File: src/rtl/ppio_pkg.sv
package ppio_pkg;

    typedef enum logic [2:0] {
        ST_IDLE,
        ST_READ,
        ST_WRITE,
        ST_WR_HOLD,
        ST_CLASH
    } bus_state_e;

    typedef enum logic [1:0] {
        SEL_A    = 2'd0,
        SEL_B    = 2'd1,
        SEL_C    = 2'd2,
        SEL_CTRL = 2'd3
    } reg_sel_e;

    // Bit positions inside a direction word
    localparam int DIR_A_BIT  = 4;
    localparam int DIR_CU_BIT = 3;
    localparam int DIR_B_BIT  = 1;
    localparam int DIR_CL_BIT = 0;

    // Reset value of the control register: every port an input
    localparam logic [7:0] CTRL_RESET = 8'h9B;

    typedef struct packed {
        logic a_in;
        logic b_in;
        logic cu_in;
        logic cl_in;
    } port_dir_t;

    function automatic port_dir_t decode_dir(input logic [7:0] w);
        port_dir_t d;
        d.a_in  = w[DIR_A_BIT];
        d.b_in  = w[DIR_B_BIT];
        d.cu_in = w[DIR_CU_BIT];
        d.cl_in = w[DIR_CL_BIT];
        return d;
    endfunction

endpackage

File: src/rtl/ppio_bus_fsm.sv
module ppio_bus_fsm
    import ppio_pkg::*;
#(
    parameter int DW = 8
) (
    input  logic          clk,
    input  logic          rst_n,
    input  logic          cs_n,
    input  logic          rd_n,
    input  logic          wr_n,
    input  logic [1:0]    sel,
    input  logic [DW-1:0] din,
    output logic          rd_active,
    output logic          wr_commit,
    output reg_sel_e      wr_sel,
    output logic [DW-1:0] wr_data
);

    bus_state_e state_q, state_d;

    logic chip_on, rd_req, wr_req, clash_req;

    assign chip_on   = !cs_n;
    assign rd_req    = chip_on && !rd_n && wr_n;
    assign wr_req    = chip_on && !wr_n && rd_n;
    assign clash_req = chip_on && !rd_n && !wr_n;

    // State register
    always_ff @(posedge clk or negedge rst_n) begin
        if (!rst_n) state_q <= ST_IDLE;
        else        state_q <= state_d;
    end

    // Next-state logic
    always_comb begin
        state_d = state_q;
        unique case (state_q)
            ST_IDLE: begin
                if (clash_req)   state_d = ST_CLASH;
                else if (rd_req) state_d = ST_READ;
                else if (wr_req) state_d = ST_WRITE;
            end
            ST_READ: begin
                if (clash_req)   state_d = ST_CLASH;
                else if (!rd_req) state_d = ST_IDLE;
            end
            ST_WRITE:   state_d = ST_WR_HOLD;
            ST_WR_HOLD: begin
                if (!(chip_on && !wr_n)) state_d = ST_IDLE;
            end
            ST_CLASH: begin
                if (!(chip_on && (!rd_n || !wr_n))) state_d = ST_IDLE;
            end
            default: state_d = ST_IDLE;
        endcase
    end

    // Capture of the write word when the cycle is recognised
    always_ff @(posedge clk or negedge rst_n) begin
        if (!rst_n) begin
            wr_sel  <= SEL_A;
            wr_data <= '0;
        end else if (state_q == ST_IDLE && wr_req) begin
            wr_sel  <= reg_sel_e'(sel);
            wr_data <= din;
        end
    end

    // State-decoded outputs
    always_comb begin
        rd_active = 1'b0;
        wr_commit = 1'b0;
        unique case (state_q)
            ST_READ:  rd_active = 1'b1;
            ST_WRITE: wr_commit = 1'b1;
            default: ;
        endcase
    end

    // the bus is driven only after a clean selected read was sampled
    p_oe_needs_read_r11: assert property (@(posedge clk) disable iff (!rst_n)
        rd_active |-> $past(rd_req));

    // every recognised write commits for exactly one cycle
    p_commit_pulse_r2: assert property (@(posedge clk) disable iff (!rst_n)
        wr_commit |=> !wr_commit);

    // a conflicting strobe pattern seen in idle never leads to a commit
    p_clash_no_write_r9: assert property (@(posedge clk) disable iff (!rst_n)
        (state_q == ST_IDLE && clash_req) |=> (!wr_commit && !rd_active));

    // without chip select no cycle starts
    p_idle_without_cs_r10: assert property (@(posedge clk) disable iff (!rst_n)
        (cs_n && state_q == ST_IDLE) |=> (state_q == ST_IDLE));

endmodule

File: src/rtl/ppio_regs.sv
module ppio_regs
    import ppio_pkg::*;
#(
    parameter int DW = 8
) (
    input  logic          clk,
    input  logic          rst_n,
    input  logic          wr_commit,
    input  reg_sel_e      wr_sel,
    input  logic [DW-1:0] wr_data,
    output logic [DW-1:0] ctrl_q,
    output logic [DW-1:0] lat_a,
    output logic [DW-1:0] lat_b,
    output logic [DW-1:0] lat_c
);

    localparam int IDXW = $clog2(DW);
    localparam int FLAG = DW - 1;

    logic ctrl_wr, mode_wr, bsr_wr;

    assign ctrl_wr = wr_commit && (wr_sel == SEL_CTRL);
    assign mode_wr = ctrl_wr && wr_data[FLAG];
    assign bsr_wr  = ctrl_wr && !wr_data[FLAG];

    // Control register and the A/B output latches
    always_ff @(posedge clk or negedge rst_n) begin
        if (!rst_n) begin
            ctrl_q <= DW'(CTRL_RESET);
            lat_a  <= '0;
            lat_b  <= '0;
        end else if (mode_wr) begin
            ctrl_q <= wr_data;
            lat_a  <= '0;
            lat_b  <= '0;
        end else if (wr_commit && wr_sel == SEL_A) begin
            lat_a  <= wr_data;
        end else if (wr_commit && wr_sel == SEL_B) begin
            lat_b  <= wr_data;
        end
    end

    // Port C latch: one flop per bit, each with its own set/reset decode
    for (genvar i = 0; i < DW; i++) begin : g_pc_bit
        logic whole_wr, bit_hit, q;
        assign whole_wr = wr_commit && (wr_sel == SEL_C);
        assign bit_hit  = bsr_wr && (wr_data[IDXW:1] == IDXW'(i));
        always_ff @(posedge clk or negedge rst_n) begin
            if (!rst_n)        q <= 1'b0;
            else if (mode_wr)  q <= 1'b0;
            else if (whole_wr) q <= wr_data[i];
            else if (bit_hit)  q <= wr_data[0];
        end
        assign lat_c[i] = q;
    end

    // a direction word leaves every latch at zero
    p_mode_clears_r6: assert property (@(posedge clk) disable iff (!rst_n)
        mode_wr |=> (lat_a == '0 && lat_b == '0 && lat_c == '0));

    // a single-bit command changes at most one Port C bit
    p_bsr_one_bit_r7: assert property (@(posedge clk) disable iff (!rst_n)
        bsr_wr |=> ($countones(lat_c ^ $past(lat_c)) <= 1));

    // a single-bit command leaves the stored direction word alone
    p_bsr_keeps_ctrl_r7: assert property (@(posedge clk) disable iff (!rst_n)
        bsr_wr |=> $stable(ctrl_q));

endmodule

File: src/rtl/ppio_rd_mux.sv
module ppio_rd_mux
    import ppio_pkg::*;
#(
    parameter int DW = 8
) (
    input  logic [1:0]    sel,
    input  port_dir_t     dir,
    input  logic [DW-1:0] ctrl_q,
    input  logic [DW-1:0] lat_a,
    input  logic [DW-1:0] lat_b,
    input  logic [DW-1:0] lat_c,
    input  logic [DW-1:0] pa_in,
    input  logic [DW-1:0] pb_in,
    input  logic [DW-1:0] pc_in,
    output logic [DW-1:0] rd_data
);

    localparam int HW = DW / 2;

    logic [DW-1:0] c_view;

    // Port C view: each half picks pins or latch by its own direction
    for (genvar h = 0; h < 2; h++) begin : g_c_half
        logic half_in;
        assign half_in = (h == 1) ? dir.cu_in : dir.cl_in;
        assign c_view[h*HW +: HW] = half_in ? pc_in[h*HW +: HW]
                                            : lat_c[h*HW +: HW];
    end

    always_comb begin
        rd_data = '0;
        unique case (reg_sel_e'(sel))
            SEL_A:    rd_data = dir.a_in ? pa_in : lat_a;
            SEL_B:    rd_data = dir.b_in ? pb_in : lat_b;
            SEL_C:    rd_data = c_view;
            SEL_CTRL: rd_data = ctrl_q;
            default:  rd_data = '0;
        endcase
    end

endmodule

File: src/rtl/ppio_ctrl.sv
module ppio_ctrl
    import ppio_pkg::*;
#(
    parameter int DW = 8
) (
    input  logic          clk,
    input  logic          rst_n,
    input  logic          cs_n,
    input  logic          rd_n,
    input  logic          wr_n,
    input  logic [1:0]    reg_sel,
    input  logic [DW-1:0] bus_din,
    output logic [DW-1:0] bus_dout,
    output logic          bus_oe,
    input  logic [DW-1:0] pa_in,
    output logic [DW-1:0] pa_out,
    output logic [DW-1:0] pa_oe,
    input  logic [DW-1:0] pb_in,
    output logic [DW-1:0] pb_out,
    output logic [DW-1:0] pb_oe,
    input  logic [DW-1:0] pc_in,
    output logic [DW-1:0] pc_out,
    output logic [DW-1:0] pc_oe
);

    localparam int HW = DW / 2;

    logic          rd_active, wr_commit;
    reg_sel_e      wr_sel;
    logic [DW-1:0] wr_data, ctrl_q, lat_a, lat_b, lat_c, rd_data;
    port_dir_t     dir;

    ppio_bus_fsm #(.DW(DW)) u_fsm (
        .clk       (clk),
        .rst_n     (rst_n),
        .cs_n      (cs_n),
        .rd_n      (rd_n),
        .wr_n      (wr_n),
        .sel       (reg_sel),
        .din       (bus_din),
        .rd_active (rd_active),
        .wr_commit (wr_commit),
        .wr_sel    (wr_sel),
        .wr_data   (wr_data)
    );

    ppio_regs #(.DW(DW)) u_regs (
        .clk       (clk),
        .rst_n     (rst_n),
        .wr_commit (wr_commit),
        .wr_sel    (wr_sel),
        .wr_data   (wr_data),
        .ctrl_q    (ctrl_q),
        .lat_a     (lat_a),
        .lat_b     (lat_b),
        .lat_c     (lat_c)
    );

    assign dir = decode_dir(ctrl_q[7:0]);

    ppio_rd_mux #(.DW(DW)) u_mux (
        .sel     (reg_sel),
        .dir     (dir),
        .ctrl_q  (ctrl_q),
        .lat_a   (lat_a),
        .lat_b   (lat_b),
        .lat_c   (lat_c),
        .pa_in   (pa_in),
        .pb_in   (pb_in),
        .pc_in   (pc_in),
        .rd_data (rd_data)
    );

    assign bus_oe   = rd_active;
    assign bus_dout = rd_active ? rd_data : '0;

    assign pa_out = lat_a;
    assign pb_out = lat_b;
    assign pc_out = lat_c;

    assign pa_oe = {DW{!dir.a_in}};
    assign pb_oe = {DW{!dir.b_in}};
    for (genvar h = 0; h < 2; h++) begin : g_c_oe
        logic half_in;
        assign half_in = (h == 1) ? dir.cu_in : dir.cl_in;
        assign pc_oe[h*HW +: HW] = {HW{!half_in}};
    end

    // nothing is driven onto the bus while idle
    p_quiet_bus_r11: assert property (@(posedge clk) disable iff (!rst_n)
        !bus_oe |-> (bus_dout == '0));

endmodule

File: config.mk
export PLATFORM = sky130hd
export DESIGN_NAME = ppio_ctrl
export DESIGN_NICKNAME = d
export VERILOG_FILES = /design/src/rtl/ppio_pkg.sv /design/src/rtl/ppio_bus_fsm.sv /design/src/rtl/ppio_regs.sv /design/src/rtl/ppio_rd_mux.sv /design/src/rtl/ppio_ctrl.sv
export SDC_FILE = /design/constraint.sdc
export NUM_CORES = 1
export LEC_CHECK = 0
export ABC_AREA = 1
export BUFFER_PORTS_ARGS = -buffer_cell sky130_fd_sc_hd__buf_2
export CORE_ASPECT_RATIO = 1.4
export CORE_MARGIN = 2
export CORE_UTILIZATION = 42
export DETAILED_ROUTE_END_ITERATION = 6
export PLACE_DENSITY_LB_ADDON = 0.25
export SYNTH_ARGS = -nofsm -noshare
export SYNTH_HDL_FRONTEND = slang
export SYNTH_SLANG_ARGS = --single-unit
File: constraint.sdc
create_clock -name clk -period 3.34 [get_ports clk]
set_input_delay 0.334 -clock clk [delete_from_list [all_inputs] [get_ports clk]]
set_output_delay 0.334 -clock clk [all_outputs]
set_load 0.02 [all_outputs]
==> results of run 1 <==
stage by stage:
step                total power, mW  instance area, um2
finish                        3.144                3296
global route                  3.406                3296
CTS                           3.152                3296
detailed placement            2.822                3216
global placement              2.792                3216
floorplan                     2.456                2899
critical path: cells and delay by family (launching register included):
family | cells | cell delay (ps)
and+or+nand+nor | 2 | 450
buffers and inverters | 2 | 510
DFF | 1 | 620
AOI/OAI and AO/OA | 1 | 130
state kept, by name, indices dropped and copies added (netlist names):
name / cells
u_fsm.wr_data: 8
u_fsm.state_q: 3
u_fsm.wr_sel: 2
u_regs.g_pc_bit.q: 8
u_regs.lat_b: 8
u_regs.lat_a: 8
u_regs.ctrl_q: 8
synthesized netlist by cell type, types with 2 or more instances:
| cell | instances |
|---|---|
| dfrtp_1 | 40 |
| clkinv_1 | 2 |
| o211ai_1 | 2 |
| o21ai_0 | 42 |
| nand2_1 | 113 |
| dfstp_2 | 5 |
| inv_1 | 53 |
| nor3_1 | 7 |
| buf_2 | 6 |
| nand3_2 | 2 |
| o21ai_1 | 3 |
| inv_2 | 2 |
| nor2_1 | 39 |
| a21oi_1 | 19 |
| clkbuf_1 | 4 |
| nand3_1 | 32 |
| nand2_2 | 4 |
| nor2_2 | 2 |
| nand3b_1 | 2 |
| buf_4 | 29 |
power groups by stage:
| stage | registers, mW | logic (mW) | clock network (mW) |
|---|---|---|---|
| after floorplan | 1.11 | 1.35 | 0 |
| after global placement | 1.13 | 1.66 | 0 |
| after detailed placement | 1.13 | 1.69 | 0 |
| after CTS | 1.12 | 1.70 | 0.333 |
| after global routing | 1.17 | 1.88 | 0.359 |
| final | 1.13 | 1.69 | 0.327 |
worst max-delay path by stage:
stage | start | endpoint | slack (ps)
after detailed placement | u_regs.ctrl_q[1] | bus_dout[6] | 1320
after floorplan | u_regs.ctrl_q[4] | bus_dout[0] | 1280
after global routing | u_regs.ctrl_q[1] | bus_dout[3] | 850
after CTS | u_regs.ctrl_q[1] | bus_dout[6] | 980
final | u_regs.ctrl_q[4] | bus_dout[1] | 1010
after global placement | u_regs.ctrl_q[4] | bus_dout[1] | 1360
layer usage:
| metal | part of all wire, % | track usage [%] | up-vias | wire (um) |
|---|---|---|---|---|
| met5 | 0 | 0 | - | 0 |
| met1 | 41 | 26.13 | 1289 | 3203 |
| met4 | 2.1 | 7.280 | 0 | 160 |
| met2 | 51 | 36.26 | 96 | 3960 |
| met3 | 5.5 | 2.959 | 13 | 425 |
| li1 | - | - | 1413 | - |
final cells by class:
| type | count | area, um2 |
|---|---|---|
| multi-input combinational | 276 | 1279 |
| timing repair buffer | 95 | 475.5 |
| fill | 710 | 3317 |
| tap | 92 | 115.1 |
| sequential | 45 | 1132 |
| inverter | 57 | 214.0 |
| clock buffer | 8 | 80.08 |
cell families after synthesis:
group	count (synthesis)	synth area share [%]
simple gates	205	30.34
flops	45	39.06
compound gates	71	13.77
buf+inv	97	16.83
==> results.tsv, run 1 <==
metric	value	unit
finalWorstSetupSlack	1008	ps
hold_path.class	in2async	
setup_viol	0	
crit_type	reg2out	
swShare	52.16	%
portBuffers	95	
cp-start-kind	register	
ys_ff_latch	45	
final_common_cell	nand2_1	
postCtsSetupRepairBufs	0	
cts_resized	0	
gp_congestion	0.8984	
post-place-ws	1318	ps
avgViaCountPerCell	4.906	
required	3010	ps
max_slew.worst_pin.slew	1012	ps
seqPwrFrac	36.0	%
final_cell_mix	113 x nand2_1, 95 x buf_2, 53 x inv_1	
syn2layout_area_growth	13.68	%
clockBufferDepth	2	
drive_gt1_share	25.16	%
ys_types	30	
p_sw	1.640	mW
cap_violations	0	
rr_worst_depth	4	
placed_cells	565	
syn_nets	457	
p_clk_share	10.4	%
antenna_left	0	
synth-edff-count	0	
final_max_slew_viol_count	0	
drc	0	
grt_max_degree	46	
status	finished clean	
cpPeakStageDelay	620	ps
period_share	69.83	%
post-route-min-period	2332	ps
hold_viol_final	0	
ys_seq_area_share	39.06	%
max_freq	428.8	MHz
wl	7749	um
die_w	74.22	um
antenna_found_initial	0	
layout.cells.non_filler	573	
finalSetupTns	0	ps
crit_path_max_fanout	17	
grtUsageTotal	20.82	%
synth_flop_cell	dfrtp_1	
clock-sinks	45	
async_flop_share	100.0	%
die_y	102.3	um
arrival	2000	ps
numCtsBuffers	5	
ctsHoldBuffers	0	
synthCells	418	
internal-power	1.504	mW
leakage	1.847	nW
critPathSlowestCell	dfstp_2	
r2r-end	u_regs.lat_b[6]	
synth_top_area_share	34.53	%
core_area	6613	um2
dieArea	7592	um2
rsz0062_at_grt	no	
clk_pin_slew_worst_paths	80	ps
synthTopCellsByArea	dfrtp_1 35%, nand2_1 15%, buf_4 7.5%, o21ai_0 7.3%, inv_1 6.9%	
worst_hold_slack	207.8	ps
drt_first_pass_iters	4	
initial_utilization	43.84	%
cts_max_level	2	
drt_iter0_drc	127	
cts_tree	done	
crit_path_cell_trace	clkinv_1 > or2_2 > a21oi_1 > nor2_1 > buf_2	
wl_per_cell	13.52	um
antenna_cells	0	
grt_pass1_vias	2444	
reg2reg_slack	1570	ps
insertion_delay	290	ps
syn_area_per_cell	6.935	um2
finClkSkew	4.433	ps
final_core_util	49.84	%
grt_pass1_wl	12000	um
io_pins	96	
slew-limit-headroom	32.54	%
nNetsFinal	519	
overflow	0	
p_comb_share	53.6	%
cp-end-kind	output pin	
row_count	35	
reg2reg_from	u_fsm.wr_data[7]	
vias	2811	
power_density	954.1	nW/um2
synth_area	2899	um2
peakVddDrop	300.9	uV
yosys_warnings	0	
hpwlAfterDp	5968	um
cts_root_buffer	clkbuf_8	
synth_area_leader_cell	dfrtp_1	
No activity file was read; power rests on OpenSTA's default activity.
==> run 2, diff against run 1 <==
==> constraint.sdc (replaced) <==
create_clock -name clk -period 2.2 [get_ports clk]
set_input_delay 0.22 -clock clk [delete_from_list [all_inputs] [get_ports clk]]
set_output_delay 0.22 -clock clk [all_outputs]
set_load 0.02 [all_outputs]
==> run 2 against run 1 <==
  * Sequential share of layout area shrank 0.91 points
  * Combinational power grew 53%
  * Count of clock-buffer cells in the layout shrank 3
  * Via count grew 1.8%
  * Sequential power grew 52%
  * Critical path type unchanged
  * Largest cell class unchanged
==> results.tsv, run 2 (synthesis results as in run 1) <==
metric	value	unit	change
power_density	1492	nW/um2	+56%
die_y	102.3	um	unchanged
worst_hold_slack	154.9	ps	-52.82 ps
grtUsageTotal	21.41	%	+0.59 points
reg2reg_slack	480	ps	-1090 ps
hpwlAfterDp	6106	um	+2.3%
final_core_util	51.20	%	+1.4 points
wl	7900	um	+1.9%
p_comb_share	51.0	%	-2.6 points
drt_iter0_drc	172		+35%
drc	0		unchanged
swShare	50.12	%	-2.0 points
path_buf_inv	2		unchanged
hold_viol_final	0		unchanged
clockBufferDepth	2		unchanged
grt_pass1_wl	12390	um	+3.2%
gp_congestion	0.9581		+6.6%
grt_max_degree	28		-39%
p_clk_share	15.0	%	+4.6 points
antenna_found_initial	0		unchanged
postCtsSetupRepairBufs	0		unchanged
p_sw	2.531	mW	+54%
avgViaCountPerCell	4.960		+1.1%
r2r-end	u_regs.lat_b[2]		
antenna_cells	0		unchanged
final_cell_mix	113 x nand2_1, 95 x buf_2, 53 x inv_1		
crit_path_cell_trace	clkinv_2 > or2_2 > a21oi_1 > nor2_1 > buf_2		
internal-power	2.519	mW	+67%
finalWorstSetupSlack	147.2	ps	-860.5 ps
status	finished clean		
cts_max_level	2		unchanged
required	1980	ps	-1030 ps
syn2layout_area_growth	16.79	%	
cts_tree	done		
path_depth	5		unchanged
placed_cell_area	3238	um2	+0.70%
initial_utilization	43.84	%	unchanged
portBuffers	95		unchanged
p_total	5.051	mW	+61%
arrival	1830	ps	-170 ps
cp-end-kind	output pin		
clk_pin_slew_worst_paths	90	ps	about the same
insertion_delay	300	ps	about the same
cp-start-kind	register		
finalSetupTns	0	ps	unchanged
nNetsFinal	523		+0.77%
critPathSlowestCell	dfstp_2		
wl_per_cell	13.69	um	+1.2%
cpPeakStageDelay	640	ps	+20 ps
dieArea	7592	um2	unchanged
slew-limit-headroom	59.26	%	+27 points
vias	2862		+1.8%
cts_root_buffer	clkbuf_8		
drt_first_pass_iters	5		+1
layout.cells.non_filler	577		+0.70%
row_count	35		unchanged
crit_path_max_fanout	17		unchanged
rr_worst_depth	4		unchanged
hold_path.class	in2reg		
seqPwrFrac	34.0	%	-2.0 points
cap_violations	0		unchanged
post-place-ws	270.7	ps	-1047 ps
grt_pass1_vias	2615		+7.0%
final_common_cell	nand2_1		
critPathCapture	bus_dout[1]		
drive_gt1_share	26.60	%	+1.4 points
max_slew.worst_pin.slew	611.0	ps	-400.9 ps
numCtsBuffers	5		unchanged
crit_type	reg2out		
post-route-min-period	2053	ps	
leakage	1.898	nW	+2.7%
antenna_left	0		unchanged
max_freq	487.1	MHz	
core_area	6613	um2	unchanged
worstHoldStart	bus_din[6]		
clock-sinks	45		unchanged
overflow	0		unchanged
io_pins	96		unchanged
cp_top_family	flip-flops		
setup_viol	0		unchanged
finClkSkew	10.33	ps	+5.902 ps
reg2reg_from	u_fsm.wr_data[7]		
peakVddDrop	517.1	uV	+72%
final_area	3386	um2	+2.7%
placed_cells	568		+0.53%
rsz0062_at_grt	no		
period_share	93.31	%	
final_max_slew_viol_count	0		unchanged
die_w	74.22	um	unchanged
critPathLaunch	u_regs.ctrl_q[4]		
[run 2: changes by cell type in the layout (fill, tap and decap cells not counted), sizes merged]
cell | previous run | this run
buf | 95 | 98
bufinv | 0 | 2
inv | 55 | 56
clkbuf | 8 | 5
dlygate4sd3 | 0 | 1
[run 2: power by group through the flow]
stage                     clock network (mW)  registers, mW  logic, mW
after floorplan                            0           1.68       2.04
after global placement                     0           1.71       2.54
after detailed placement                   0           1.72       2.57
after CTS                              0.762           1.71       2.59
after global routing                   0.792           1.78       2.87
final                                  0.755           1.72       2.58
[run 2: repair_timing]
| item | in CTS | in global routing |
|---|---|---|
| setup endpoints to repair | 4 | 1 |
| hold buffers | 1 | 0 |
| endpoints found under the hold margin | 21 | 0 |
| gates resized for setup | 3 | 1 |
[run 2: area by class of cell]
type,count,area [um2]
Fill cell,701,3227
Multi-Input combinational cell,276,1279
Sequential cell,45,1132
Timing Repair Buffer,99,508.0
Inverter,57,217.7
Tap cell,92,115.1
Clock buffer,5,68.82
Clock inverter,3,65.06
[run 2: tightest hold or removal path: cells and delay by family]
family	cells	cell delay [ps]
buffers and inverters	2	130
AO/OA/AOI/OAI	1	70
[run 2: metal layers]
metal | vias to the layer above | track usage [%] | part of all wire [%]
met4 | 0 | 10.85 | 4.5
met1 | 1315 | 24.81 | 40
met2 | 105 | 37.77 | 50
li1 | 1418 | - | -
met5 | - | 0 | 0
met3 | 24 | 3.156 | 5.4
[run 2: how the worst min path moves through the flow]
| stage | depth (start not counted) | end |
|---|---|---|
| final | 3 | u_fsm.wr_data[6] |
| after global placement | 1 | u_regs.lat_b[4] |
| after floorplan | 0 | u_fsm.state_q[0] |
| after detailed placement | 1 | u_regs.lat_b[4] |
| after CTS | 3 | u_fsm.wr_data[6] |
| after global routing | 3 | u_fsm.wr_data[5] |
==> run 3, diff against run 2 <==
--- a/config.mk
+++ b/config.mk
@@ -9,7 +9,7 @@
 export BUFFER_PORTS_ARGS = -buffer_cell sky130_fd_sc_hd__buf_2
 export CORE_ASPECT_RATIO = 1.4
 export CORE_MARGIN = 2
-export CORE_UTILIZATION = 42
+export CORE_UTILIZATION = 45
 export DETAILED_ROUTE_END_ITERATION = 6
 export PLACE_DENSITY_LB_ADDON = 0.25
 export SYNTH_ARGS = -nofsm -noshare
==> run 3 against run 2 <==
  * Global-route usage up 1.6 points
  * Setup slack better by 39 ps
  * Utilization up 3.2 points
  * Critical path depth up 2
  * Sequential share of layout area about the same
  * Combinational power up 2%
  * Count of clock-buffer cells in the layout unchanged
  * Non-clock buffer count up 4
  * Wire length down 1.6%
  * Critical path type unchanged
  * Largest power group unchanged
==> results.tsv, run 3 (synthesis results as in run 1) <==
metric	value	unit	change
drive_gt1_share	27.35	%	+0.75 points
drc	0		unchanged
cap_violations	0		unchanged
max_slew.worst_pin.slew	589.4	ps	-21.65 ps
power_density	1474	nW/um2	-1.2%
grt_pass1_wl	12610	um	+1.8%
numCtsBuffers	5		unchanged
core_area	6211	um2	-6.1%
nFillCells	609		-13%
row_count	34		-2.9%
nNetsFinal	528		+0.96%
placed_cells	549		-3.3%
arrival	1790	ps	-40 ps
post-route-min-period	2014	ps	-38.90 ps
grt_max_degree	27		-3.6%
regArea	1132	um2	unchanged
hold_viol_final	0		unchanged
wl	7770	um	-1.6%
crit_type	reg2out		
grtUsageTotal	22.99	%	+1.6 points
io_pins	96		unchanged
hold_path.class	in2reg		
reg2reg_slack	430	ps	-50 ps
slew-limit-headroom	60.58	%	+1.3 points
layout.cells.non_filler	562		-2.6%
hold-path-endpoint	u_fsm.wr_data[4]		
wl_per_cell	13.83	um	+0.98%
max_freq	496.5	MHz	+1.9%
overflow	0		unchanged
syn2layout_area_growth	16.62	%	
gp_congestion	0.9217		-3.8%
portBuffers	95		unchanged
leakage	1.897	nW	about the same
peakVddDrop	620.4	uV	+20%
grt_pass1_vias	2678		+2.4%
finClkSkew	10.14	ps	-0.1962 ps
clockBufferDepth	2		unchanged
crit_path_max_fanout	12		-5
rr_worst_depth	3		-1
crit_path_cell_trace	clkinvlp_4 > a21oi_1 > o21ai_1 > nand3b_1 > nand2_1 > inv_1 > buf_2		
period_share	91.54	%	-1.8 points
cts_max_level	2		unchanged
hpwlAfterDp	6196	um	+1.5%
required	1980	ps	about the same
setup_viol	0		unchanged
antenna_cells	0		unchanged
clock-sinks	45		unchanged
cts_tree	done		
reg2reg_from	u_fsm.wr_data[7]		
antenna_found_initial	0		unchanged
drt_iter0_drc	256		+49%
rsz0062_at_grt	no		
die_y	98.97	um	-3.3%
drt_first_pass_iters	4		-1
cts_root_buffer	clkbuf_8		
worstHoldStart	bus_din[4]		
r2r-end	u_regs.lat_b[1]		
avgViaCountPerCell	5.030		+1.4%
final_common_cell	nand2_1		
vias	2827		-1.2%
initial_utilization	46.68	%	+2.8 points
final_cell_mix	113 x nand2_1, 95 x buf_2, 53 x inv_1		
clk_pin_slew_worst_paths	100	ps	about the same
finalSetupTns	0	ps	unchanged
antenna_left	0		unchanged
cpPeakStageDelay	680	ps	+40 ps
insertion_delay	310	ps	about the same
status	finished clean		
final_max_slew_viol_count	0		unchanged
cp-end-kind	output pin		
cp-start-kind	register		
whs_path_depth	3		unchanged
die_w	71.84	um	-3.2%
critPathSlowestCell	dfstp_2		
multi_input_area	1279	um2	unchanged
dieArea	7110	um2	-6.4%
[run 3: stage by stage]
step	hold slack, ps	setup WS (ps)	power, mW	utilization (%)	area [um2]
2_1_floorplan	-75.59	252.0	3.728	-	2899
6_report	152.0	186.1	4.982	54.43	3381
3_3_place_gp	90.57	395.5	4.257	51.85	3221
4_1_cts	147.1	37.78	4.956	53.87	3346
3_5_place_dp	96.30	344.7	4.300	51.85	3221
5_1_grt	157.2	6.469	5.415	54.43	3381
[run 3: where the power goes]
part,internal [mW],switching (mW)
Sequential,1.25,0.457
Combinational,0.866,1.77
Clock,0.340,0.301
[run 3: area by class of cell]
type / count / area share, %
Clock buffer: 5 / 2.036
Clock inverter: 3 / 1.369
Inverter: 57 / 6.551
Multi-Input combinational cell: 276 / 37.82
Sequential cell: 45 / 33.49
Tap cell: 72 / 2.665
Timing Repair Buffer: 103 / 15.91
Timing Repair inverter: 1 / 0.1480
[run 3: timing repair]
item | 4_1_cts | 5_1_grt
hold buffers | 1 | 0
hold endpoints to repair | 8 | 0
setup endpoints to repair | 2 | 4
gates resized for setup | 2 | 2
gates cloned | 0 | 1
buffers inserted | 0 | 3
[run 3: worst max path at each step]
stage | start | end | slack (ps) | depth (start not counted)
finish | u_regs.ctrl_q[1] | bus_dout[3] | 190 | 7
CTS | u_regs.ctrl_q[4] | bus_dout[0] | 40 | 8
detailed placement | u_regs.ctrl_q[1] | bus_dout[3] | 340 | 6
global route | u_regs.ctrl_q[1] | bus_dout[0] | 6 | 7
global placement | u_regs.ctrl_q[1] | bus_dout[6] | 400 | 7
floorplan | u_regs.ctrl_q[4] | bus_dout[0] | 250 | 7
[run 3: routing by layer]
metal / vias up / GRT usage (%) / part of all wire, %
met3: 27 / 3.272 / 5.4
met5: - / 0 / 0
met1: 1256 / 26.74 / 39
met4: 0 / 13.50 / 5.6
met2: 107 / 39.53 / 50
li1: 1437 / - / -
[run 3: worst max-delay path: cells and delay by family, from the launching register on]
kind / cells / cell delay, ps
flip-flops: 1 / 680
buffers and inverters: 3 / 390
AO/OA/AOI/OAI: 2 / 260
AND/OR/NAND/NOR: 2 / 150
